--- config.mk ---
export PLATFORM = sky130hd
export DESIGN_NAME = wbuf_policy_ctrl
export DESIGN_NICKNAME = d
export VERILOG_FILES = /design/src/rtl/wbuf_pkg.sv /design/src/rtl/wbuf_policy_decode.sv /design/src/rtl/wbuf_fifo.sv /design/src/rtl/wbuf_policy_ctrl.sv
export SDC_FILE = /design/constraint.sdc
export NUM_CORES = 1
export LEC_CHECK = 0
export BUFFER_PORTS_ARGS = -buffer_cell sky130_fd_sc_hd__buf_2
export CAP_MARGIN = 20
export CORE_MARGIN = 2
export CORE_UTILIZATION = 25
export CTS_CLUSTER_SIZE = 40
export DETAILED_ROUTE_END_ITERATION = 8
export GPL_TIMING_DRIVEN = 0
export SETUP_SLACK_MARGIN = 0.4
export SKIP_LAST_GASP = 1
export SYNTH_ARGS = -nofsm -noshare
export SYNTH_HDL_FRONTEND = slang
export SYNTH_HIERARCHICAL = 1
export SYNTH_SLANG_ARGS = --single-unit
--- constraint.sdc ---
create_clock -name clk -period 7.45 [get_ports clk]
set_clock_uncertainty 0.1 [all_clocks]
set_input_delay 0.745 -clock clk [delete_from_list [all_inputs] [get_ports clk]]
set_output_delay 0.745 -clock clk [all_outputs]
set_load 0.01 [all_outputs]
--- src/rtl/wbuf_pkg.sv ---
// Shared types for the region-policy write buffer controller.
package wbuf_pkg;
    // Outcome chosen for one processor store.
    typedef enum logic [1:0] {
        ACT_ABSORB = 2'd0,  // cache takes it, nothing external
        ACT_BUFFER = 2'd1,  // queued in the write FIFO
        ACT_DIRECT = 2'd2   // performed on the bus, processor stalls
    } wr_action_e;
endpackage

--- src/rtl/wbuf_policy_decode.sv ---
// Policy decoder: maps global enables, region attributes and the hit flag
// to a store outcome. Purely combinational.
// Assumes the hit flag is meaningful only for copy-back regions.
module wbuf_policy_decode
    import wbuf_pkg::*;
(
    input  logic       cache_en,
    input  logic       wbuf_en,
    input  logic       rgn_cacheable,
    input  logic       rgn_bufferable,
    input  logic       wr_hit,
    output wr_action_e action
);
    logic cacheable_eff;

    // A region counts as cacheable only while the cache is on.
    assign cacheable_eff = cache_en & rgn_cacheable;

    // Pick the outcome for the current store.
    always_comb begin
        if (!cacheable_eff) begin
            action = (rgn_bufferable && wbuf_en) ? ACT_BUFFER : ACT_DIRECT;
        end else if (!rgn_bufferable) begin
            action = wbuf_en ? ACT_BUFFER : ACT_DIRECT;
        end else if (wr_hit) begin
            action = ACT_ABSORB;
        end else begin
            action = wbuf_en ? ACT_BUFFER : ACT_DIRECT;
        end
    end
endmodule

--- src/rtl/wbuf_fifo.sv ---
// Synchronous FIFO for queued bus writes. One push and one pop per cycle.
// Assumes the caller never pushes when full and never pops when empty.
module wbuf_fifo #(
    parameter int WIDTH = 68,
    parameter int DEPTH = 8,
    localparam int PTR_W = (DEPTH > 1) ? $clog2(DEPTH) : 1,
    localparam int CNT_W = $clog2(DEPTH + 1)
) (
    input  logic             clk,
    input  logic             rst_n,
    input  logic             push,
    input  logic [WIDTH-1:0] din,
    input  logic             pop,
    output logic [WIDTH-1:0] dout,
    output logic             empty,
    output logic             full,
    output logic [CNT_W-1:0] count
);
    logic [WIDTH-1:0] mem [DEPTH];
    logic [PTR_W-1:0] wr_ptr;
    logic [PTR_W-1:0] rd_ptr;

    // Advance a pointer with wrap at DEPTH.
    function automatic logic [PTR_W-1:0] ptr_next(input logic [PTR_W-1:0] p);
        return (p == PTR_W'(DEPTH - 1)) ? '0 : p + 1'b1;
    endfunction

    // Store the pushed entry.
    always_ff @(posedge clk) begin
        if (push) begin
            mem[wr_ptr] <= din;
        end
    end

    // Track pointers and occupancy.
    always_ff @(posedge clk) begin
        if (!rst_n) begin
            wr_ptr <= '0;
            rd_ptr <= '0;
            count  <= '0;
        end else begin
            if (push) wr_ptr <= ptr_next(wr_ptr);
            if (pop)  rd_ptr <= ptr_next(rd_ptr);
            if (push && !pop)      count <= count + 1'b1;
            else if (pop && !push) count <= count - 1'b1;
        end
    end

    assign dout  = mem[rd_ptr];
    assign empty = (count == '0);
    assign full  = (count == CNT_W'(DEPTH));
endmodule

--- src/rtl/wbuf_policy_ctrl.sv ---
// Region-policy write buffer controller (top).
// Decodes a per-store policy, queues buffered stores and cache evictions in
// a FIFO, and performs unbuffered stores directly once the FIFO has drained.
// Assumes: stores and the external request hold their fields until accepted;
// the bus completes a transfer in any cycle where ext_req and ext_ack are high.
module wbuf_policy_ctrl
    import wbuf_pkg::*;
#(
    parameter int ADDR_W = 32,
    parameter int DATA_W = 32,
    parameter int DEPTH  = 8,
    localparam int BE_W  = DATA_W / 8,
    localparam int ENT_W = ADDR_W + DATA_W + BE_W,
    localparam int CNT_W = $clog2(DEPTH + 1)
) (
    input  logic              clk,
    input  logic              rst_n,
    input  logic              cache_en,
    input  logic              wbuf_en,
    input  logic              cpu_wr_valid,
    input  logic [ADDR_W-1:0] cpu_wr_addr,
    input  logic [DATA_W-1:0] cpu_wr_data,
    input  logic [BE_W-1:0]   cpu_wr_be,
    input  logic              cpu_rgn_cacheable,
    input  logic              cpu_rgn_bufferable,
    input  logic              cpu_wr_hit,
    output logic              cpu_stall,
    input  logic              evict_valid,
    input  logic [ADDR_W-1:0] evict_addr,
    input  logic [DATA_W-1:0] evict_data,
    output logic              evict_ready,
    output logic              ext_req,
    output logic [ADDR_W-1:0] ext_addr,
    output logic [DATA_W-1:0] ext_data,
    output logic [BE_W-1:0]   ext_be,
    input  logic              ext_ack
);
    wr_action_e       action;
    logic             cpu_wants_buf;
    logic             cpu_wants_dir;
    logic             evict_push;
    logic             cpu_push;
    logic             fifo_push;
    logic             fifo_pop;
    logic [ENT_W-1:0] fifo_din;
    logic [ENT_W-1:0] fifo_dout;
    logic             fifo_empty;
    logic             fifo_full;
    logic [CNT_W-1:0] fifo_cnt;
    logic             direct_busy;
    logic             sel_direct;

    wbuf_policy_decode u_decode (
        .cache_en       (cache_en),
        .wbuf_en        (wbuf_en),
        .rgn_cacheable  (cpu_rgn_cacheable),
        .rgn_bufferable (cpu_rgn_bufferable),
        .wr_hit         (cpu_wr_hit),
        .action         (action)
    );

    // Classify the offered store.
    assign cpu_wants_buf = cpu_wr_valid && (action == ACT_BUFFER);
    assign cpu_wants_dir = cpu_wr_valid && (action == ACT_DIRECT);

    // Evictions take the single push slot first; stores use it otherwise.
    assign evict_ready = !fifo_full;
    assign evict_push  = evict_valid && !fifo_full;
    assign cpu_push    = cpu_wants_buf && !fifo_full && !evict_valid;
    assign fifo_push   = evict_push || cpu_push;
    assign fifo_din    = evict_push ? {evict_addr, evict_data, {BE_W{1'b1}}}
                                    : {cpu_wr_addr, cpu_wr_data, cpu_wr_be};

    wbuf_fifo #(
        .WIDTH (ENT_W),
        .DEPTH (DEPTH)
    ) u_fifo (
        .clk   (clk),
        .rst_n (rst_n),
        .push  (fifo_push),
        .din   (fifo_din),
        .pop   (fifo_pop),
        .dout  (fifo_dout),
        .empty (fifo_empty),
        .full  (fifo_full),
        .count (fifo_cnt)
    );

    // Bus owner: a started direct store keeps the bus; a new one needs an empty FIFO.
    assign sel_direct = direct_busy || (fifo_empty && cpu_wants_dir);

    // Remember a direct store that is on the bus but not yet acknowledged.
    always_ff @(posedge clk) begin
        if (!rst_n) begin
            direct_busy <= 1'b0;
        end else begin
            direct_busy <= sel_direct && !ext_ack;
        end
    end

    // Drive the external write from the FIFO head or the direct store.
    always_comb begin
        ext_req = sel_direct || !fifo_empty;
        if (sel_direct) begin
            ext_addr = cpu_wr_addr;
            ext_data = cpu_wr_data;
            ext_be   = cpu_wr_be;
        end else begin
            {ext_addr, ext_data, ext_be} = fifo_dout;
        end
    end

    assign fifo_pop = !sel_direct && !fifo_empty && ext_ack;

    // Hold the processor until its store is queued, absorbed or acknowledged.
    always_comb begin
        cpu_stall = 1'b0;
        if (cpu_wr_valid) begin
            unique case (action)
                ACT_BUFFER: cpu_stall = !cpu_push;
                ACT_DIRECT: cpu_stall = !(sel_direct && ext_ack);
                default:    cpu_stall = 1'b0;
            endcase
        end
    end
endmodule


; Yosys cells after proc, flatten, opt, wreduce, memory -nomap -nowiden
; Memory sizes are Yosys's and may differ from the RTL's. A register that Yosys moved wholly into a read port is not among the register bits.
; Cells that the tools add are included.
[totals]
register_bits = 11
ramBits = 544
in_bits = 142
out_inout_bits = 71
memories = 1
[classes]
addsub = 4
n_eq_ne = 5
muxes = 19
bitwise = 1
n_reduce_logical = 27
[mem_list]
columns = memory, depth, width, read_ports, rd_clocked_by_memory_dff, write_ports, line
row1 = u_fifo.mem, 8, 68, 1, 1, 1, wbuf_fifo.sv:19  ; logic [WIDTH-1:0] mem [DEPTH];
[ops]
columns = operator, n
row1 = $mux W68, 1
row2 = $mux W32, 2
row3 = $logic_and A1 B1 Y1, 13
row4 = $mux W3, 4
row5 = $mux W4, 3
row6 = $mux W2, 5
row7 = $logic_not A1 Y1, 9
row8 = $add A3 B1 Y3 const B, 2
row9 = $eq A3 B3 Y1 const B, 2
row10 = $add A4 B1 Y4 const B, 1
row11 = $eq A4 B4 Y1 const B, 1
row12 = $logic_not A4 Y1, 1
row13 = $sub A4 B1 Y4 const B, 1
row14 = $logic_or A1 B1 Y1, 3
row15 = $mux W1, 3
row16 = $eq A2 B1 Y1 const B, 1
row17 = $eq A2 B2 Y1 const B, 1
row18 = $pmux W1 S2, 1
row19 = $reduce_bool A2 Y1, 1
row20 = $and A1 B1 Y1, 1

; Depth between registers and ports, before layout
[logic_depth]
ltp_word = 14
mapped_depth = 13
mapped_depth_nobuf = 13

; By module
; The synthesis kept the hierarchy.
[modules_own_cells]
columns = mod, n_inst, cells_per_inst, area_each_um2
row1 = wbuf_fifo, 1, 860, 21038.9
row2 = wbuf_policy_ctrl, 1, 170, 1868.0
row3 = wbuf_policy_decode, 1, 5, 36.3

; Worst setup path after synthesis
; Ideal clock, no wire load.
[synth_path]
path_kind = input-to-reg
start = input port cache_en
end = memory u_fifo.mem[0][0], enable pin
setup_time_ns = 0.578
arrival_ns = 6.308
t_required_ns = 6.772
path_slack_ns = 0.464
path_stages = 7
path_cell_list = a21oi_1 -> and3b_1 -> ha_1 -> a21oi_1 -> nor2_1 -> nand2b_1 -> nor3_1
[synth_between]
elab_chain_cells = 9
[synth_rtl]
columns = element, line
row1 = "start, declared", wbuf_policy_ctrl.sv:18  ; input logic cache_en,
row2 = $and A1 B1 Y1, wbuf_policy_decode.sv:17  ; assign cacheable_eff = cache_en & rgn_cacheable;
row3 = $mux W2, wbuf_policy_decode.sv:21  ; if (!cacheable_eff) begin
row4 = via action[0], wbuf_policy_ctrl.sv:38  ; wr_action_e action;
row5 = $eq A2 B1 Y1, wbuf_policy_ctrl.sv:63  ; assign cpu_wants_buf = cpu_wr_valid && (action == ACT_BUFFER);
row6 = $logic_and A1 B1 Y1, wbuf_policy_ctrl.sv:63
row7 = $logic_and A1 B1 Y1 (2 in a row), wbuf_policy_ctrl.sv:69  ; assign cpu_push = cpu_wants_buf && !fifo_full && !evict_valid;
row8 = $logic_or A1 B1 Y1, wbuf_policy_ctrl.sv:70  ; assign fifo_push = evict_push || cpu_push;
row9 = via fifo_push, wbuf_policy_ctrl.sv:43  ; logic fifo_push;
row10 = $mux W1, wbuf_fifo.sv:30  ; if (push) begin
row11 = $mux W1 (not written as such), wbuf_fifo.sv:31  ; mem[wr_ptr] <= din;
row12 = "end, declared", wbuf_fifo.sv:19
; The timed path passes the listed nets, and every way through them passes these cells.

==> results by group <==
Layout
  – Most common cell after layout, fill and taps aside: edfxtp_1
  – Most frequent cells in the layout: edfxtp_1, buf_2, mux2_2, mux4_2, clkbuf_16
  – Finished Layout Cells: 2589
  – Fillers: 8712
  – Share of cells above drive strength 1: 0.517
  – Area grow syn2layout: 23.2%
  – Final-stage net count: 1500

Route
  – Drc violations: 0
  – ANT nets after route: 0
  – Vias per Instance: 4.39
  – Initial DRC count: 667
  – Via count: 11368
  – First-pass DRT Iterations: 5
  – WL/cell: around 22 µm
  – Final wirelength: 56.1 mm

Yosys
  – Top-area cell type share of the netlist area: 0.712
  – Number of synthesis warnings: 6
  – Netlist cell types: 38
  – Post-Synthesis Cell Area: 22900 µm²
  – Cells after Synth: roughly 1000
  – #FFs+latches synth: 558
  – Cell taking the most area after synthesis: edfxtp_1
  – Seq/Total Area, Yosys: 0.724
  – Commonest register cell after synthesis: edfxtp_1
  – Avg Cell Area, Syn: between 20 and 25 µm²
  – EDFF count, synth: ~540
  – Ys async rst share: 0
  – Mapped Nets: between 1000 and 1500
  – Synth area leaders: edfxtp_1, mux4_2, mux2_2

STA
  – Worst hold slack: 205 ps
  – Fmax: 237 MHz
  – Slew Limit Fails: 0
  – Final hold vios: 0
  – Slew @ Worst Pin: 966 ps
  – Final worst path period need: 4230 ps
  – Period utilization: 0.567
  – Setup TNS Final: 0 ps
  – Slew headroom: 0.356
  – RSZ-0062 raised after global routing: false
  – Final setup viols: 0

Critical path
  – Slowest-stage cell, CP: clkbuf_1
  – Worst r2r src: u_fifo/count[1]
  – Type of the worst setup path: reg -> out
  – Required @ worst endpoint: around 6600 ps
  – Worst path cell trace: clkbuf_1 > clkbuf_1 > buf_2 > mux2_2 > mux2_1 > buf_2
  – Crit path DAT: 3380 ps
  – CP endpoint kind: output pin
  – Reg-to-reg slack, setup: 4020 ps
  – Setup crit end: ext_addr[22]
  – RR Endpoint: u_fifo/mem[0][27]
  – CP Launch Type: register
  – CP Max Fanout: 10
  – R2r worst-path depth: 9
  – Crit-path max cell delay: 740 ps

GRT
  – Initial antenna violation count: 1
  – Vias in the first global route: 12122
  – Largest net degree at the start of global routing: 23
  – Tot GR Track Use: 0.119
  – Total gr overflow: 0
  – First-pass GRT wire length: 81.3 mm

Floorplan
  – # IOs: 213
  – CORE AREA: 91200 µm²
  – DIE AREA: around 94000 µm²
  – Initial Util: 0.251
  – Chip Height: around 300 µm
  – Rows: 111
  – Die width: 307 µm

Clocking
  – Num Clock Sinks: 558
  – Total CTS buffers: 61
  – Clock buffer depth: 3
  – Setup Buffers After CTS: 0
  – Clock latency on the worst-skew pair: 620 ps
  – CTS tree: yes
  – Worst-path clk slew: 60 ps
  – CTS resizes: 0
  – CTS hold repair buffers: 0
  – CTS Root Cell: clkbuf_16
  – H-tree depth: 2

Placed design
  – DPL Wire Length: 38.1 mm
  – Placed insts: ~2500
  – Placer Congestion: around 0.69
  – Port Buffers: roughly 210

Pwr
  – Leakage Power: 9.22 nW
  – Overall power: roughly 9.4 mW
  – VDD IR max: 0.000163 V
  – PwrDens: ~330 nW/µm²

Hold path
  – Worst Hold Class: in -> reg

Job
  – Max capacitance violation total: 0

Run status
  – Outcome: finished clean
## worst min path at each step
stage | start | endpoint | slack (ps) | cells past startpoint
2_1_floorplan | u_fifo/count[3] | u_fifo/count[3] | 350 | 2
3_3_place_gp | u_fifo/count[3] | u_fifo/count[3] | 370 | 2
3_5_place_dp | u_fifo/count[3] | u_fifo/count[3] | 390 | 2
4_1_cts | ext_ack | direct_busy | 150 | 2
5_1_grt | ext_ack | direct_busy | 170 | 2
6_report | ext_ack | direct_busy | 210 | 2
## metrics by stage
stage                     area, µm²  worst slack, ps  utilization
after floorplan               22900              464            -
after global placement        25500            -5670        0.279
after detailed placement      26200             3250        0.287
after CTS                     28300             2990        0.310
after global routing          28300             2980        0.310
final                         28300             3220        0.310
## cells in the mapped netlist, types with 2 or more instances
master / instances
mux2_4: 16
buf_2: 17
buf_8: 2
mux2i_1: 4
nand2b_1: 5
and2_1: 4
buf_6: 15
edfxtp_1: 544
xnor2_1: 2
nor3_1: 4
dfxtp_1: 14
a21oi_1: 7
mux2_1: 6
nand2_1: 8
o21ai_0: 4
nor2b_1: 6
or2_2: 4
ha_1: 9
inv_1: 7
clkbuf_1: 14
mux2_2: 178
buf_4: 4
mux4_2: 136
buf_1: 3
nor2_1: 9
## state kept, by name (all words and copies together), names as in the netlist, named ones only
register and count:
direct_busy 1, u_fifo/count 4, u_fifo/mem 544, u_fifo/rd_ptr 3
u_fifo/wr_ptr 3
## layer usage
layer  routed length [µm]  global-route usage
met4                 1460              0.0341
met3                 2440              0.0217
met1                26100               0.165
met2                26100               0.190
met5                    0                   0
## final cells by class
| class | instances | area (µm²) | share of cell area |
|---|---|---|---|
| inverters | 7 | 26.3 | 0.000929 |
| diodes | 2 | 5.00 | 0.000177 |
| multi-input cells | 415 | 5980 | 0.211 |
| clock inverters | 39 | 482 | 0.0170 |
| well taps | 1186 | 1480 | 0.0525 |
| repair buffers | 250 | 1670 | 0.0592 |
| plain buffers | 55 | 378 | 0.0134 |
| flip-flops and latches | 558 | 16600 | 0.588 |
| clock buffers | 77 | 1630 | 0.0576 |
## kinds of logic after synthesis
kind of cell / after synthesis / synth area share
xor+xnor: 2 / 0.000764
mux: 340 / 0.236
simple gates: 46 / 0.0107
buf+inv: 62 / 0.0176
fa+ha+maj: 10 / 0.00578
compound gates: 17 / 0.00491
flops: 558 / 0.724
## worst max-delay path, delay by kind of cell (launching register included)
family / cells / cell delay [ps]
buffers and inverters: 4 / 1750
multiplexers: 2 / 680
flip-flops: 1 / 310
## power by group
part	leakage (nW)	switching (mW)	total, mW	internal (mW)
sequential	5.05	0.0545	3.84	3.78
combinational	3.16	1.27	2.46	1.19
clock	1.02	1.23	3.13	1.90
total	9.22	2.55	9.42	6.87
Power figures use the tool's default switching activity.
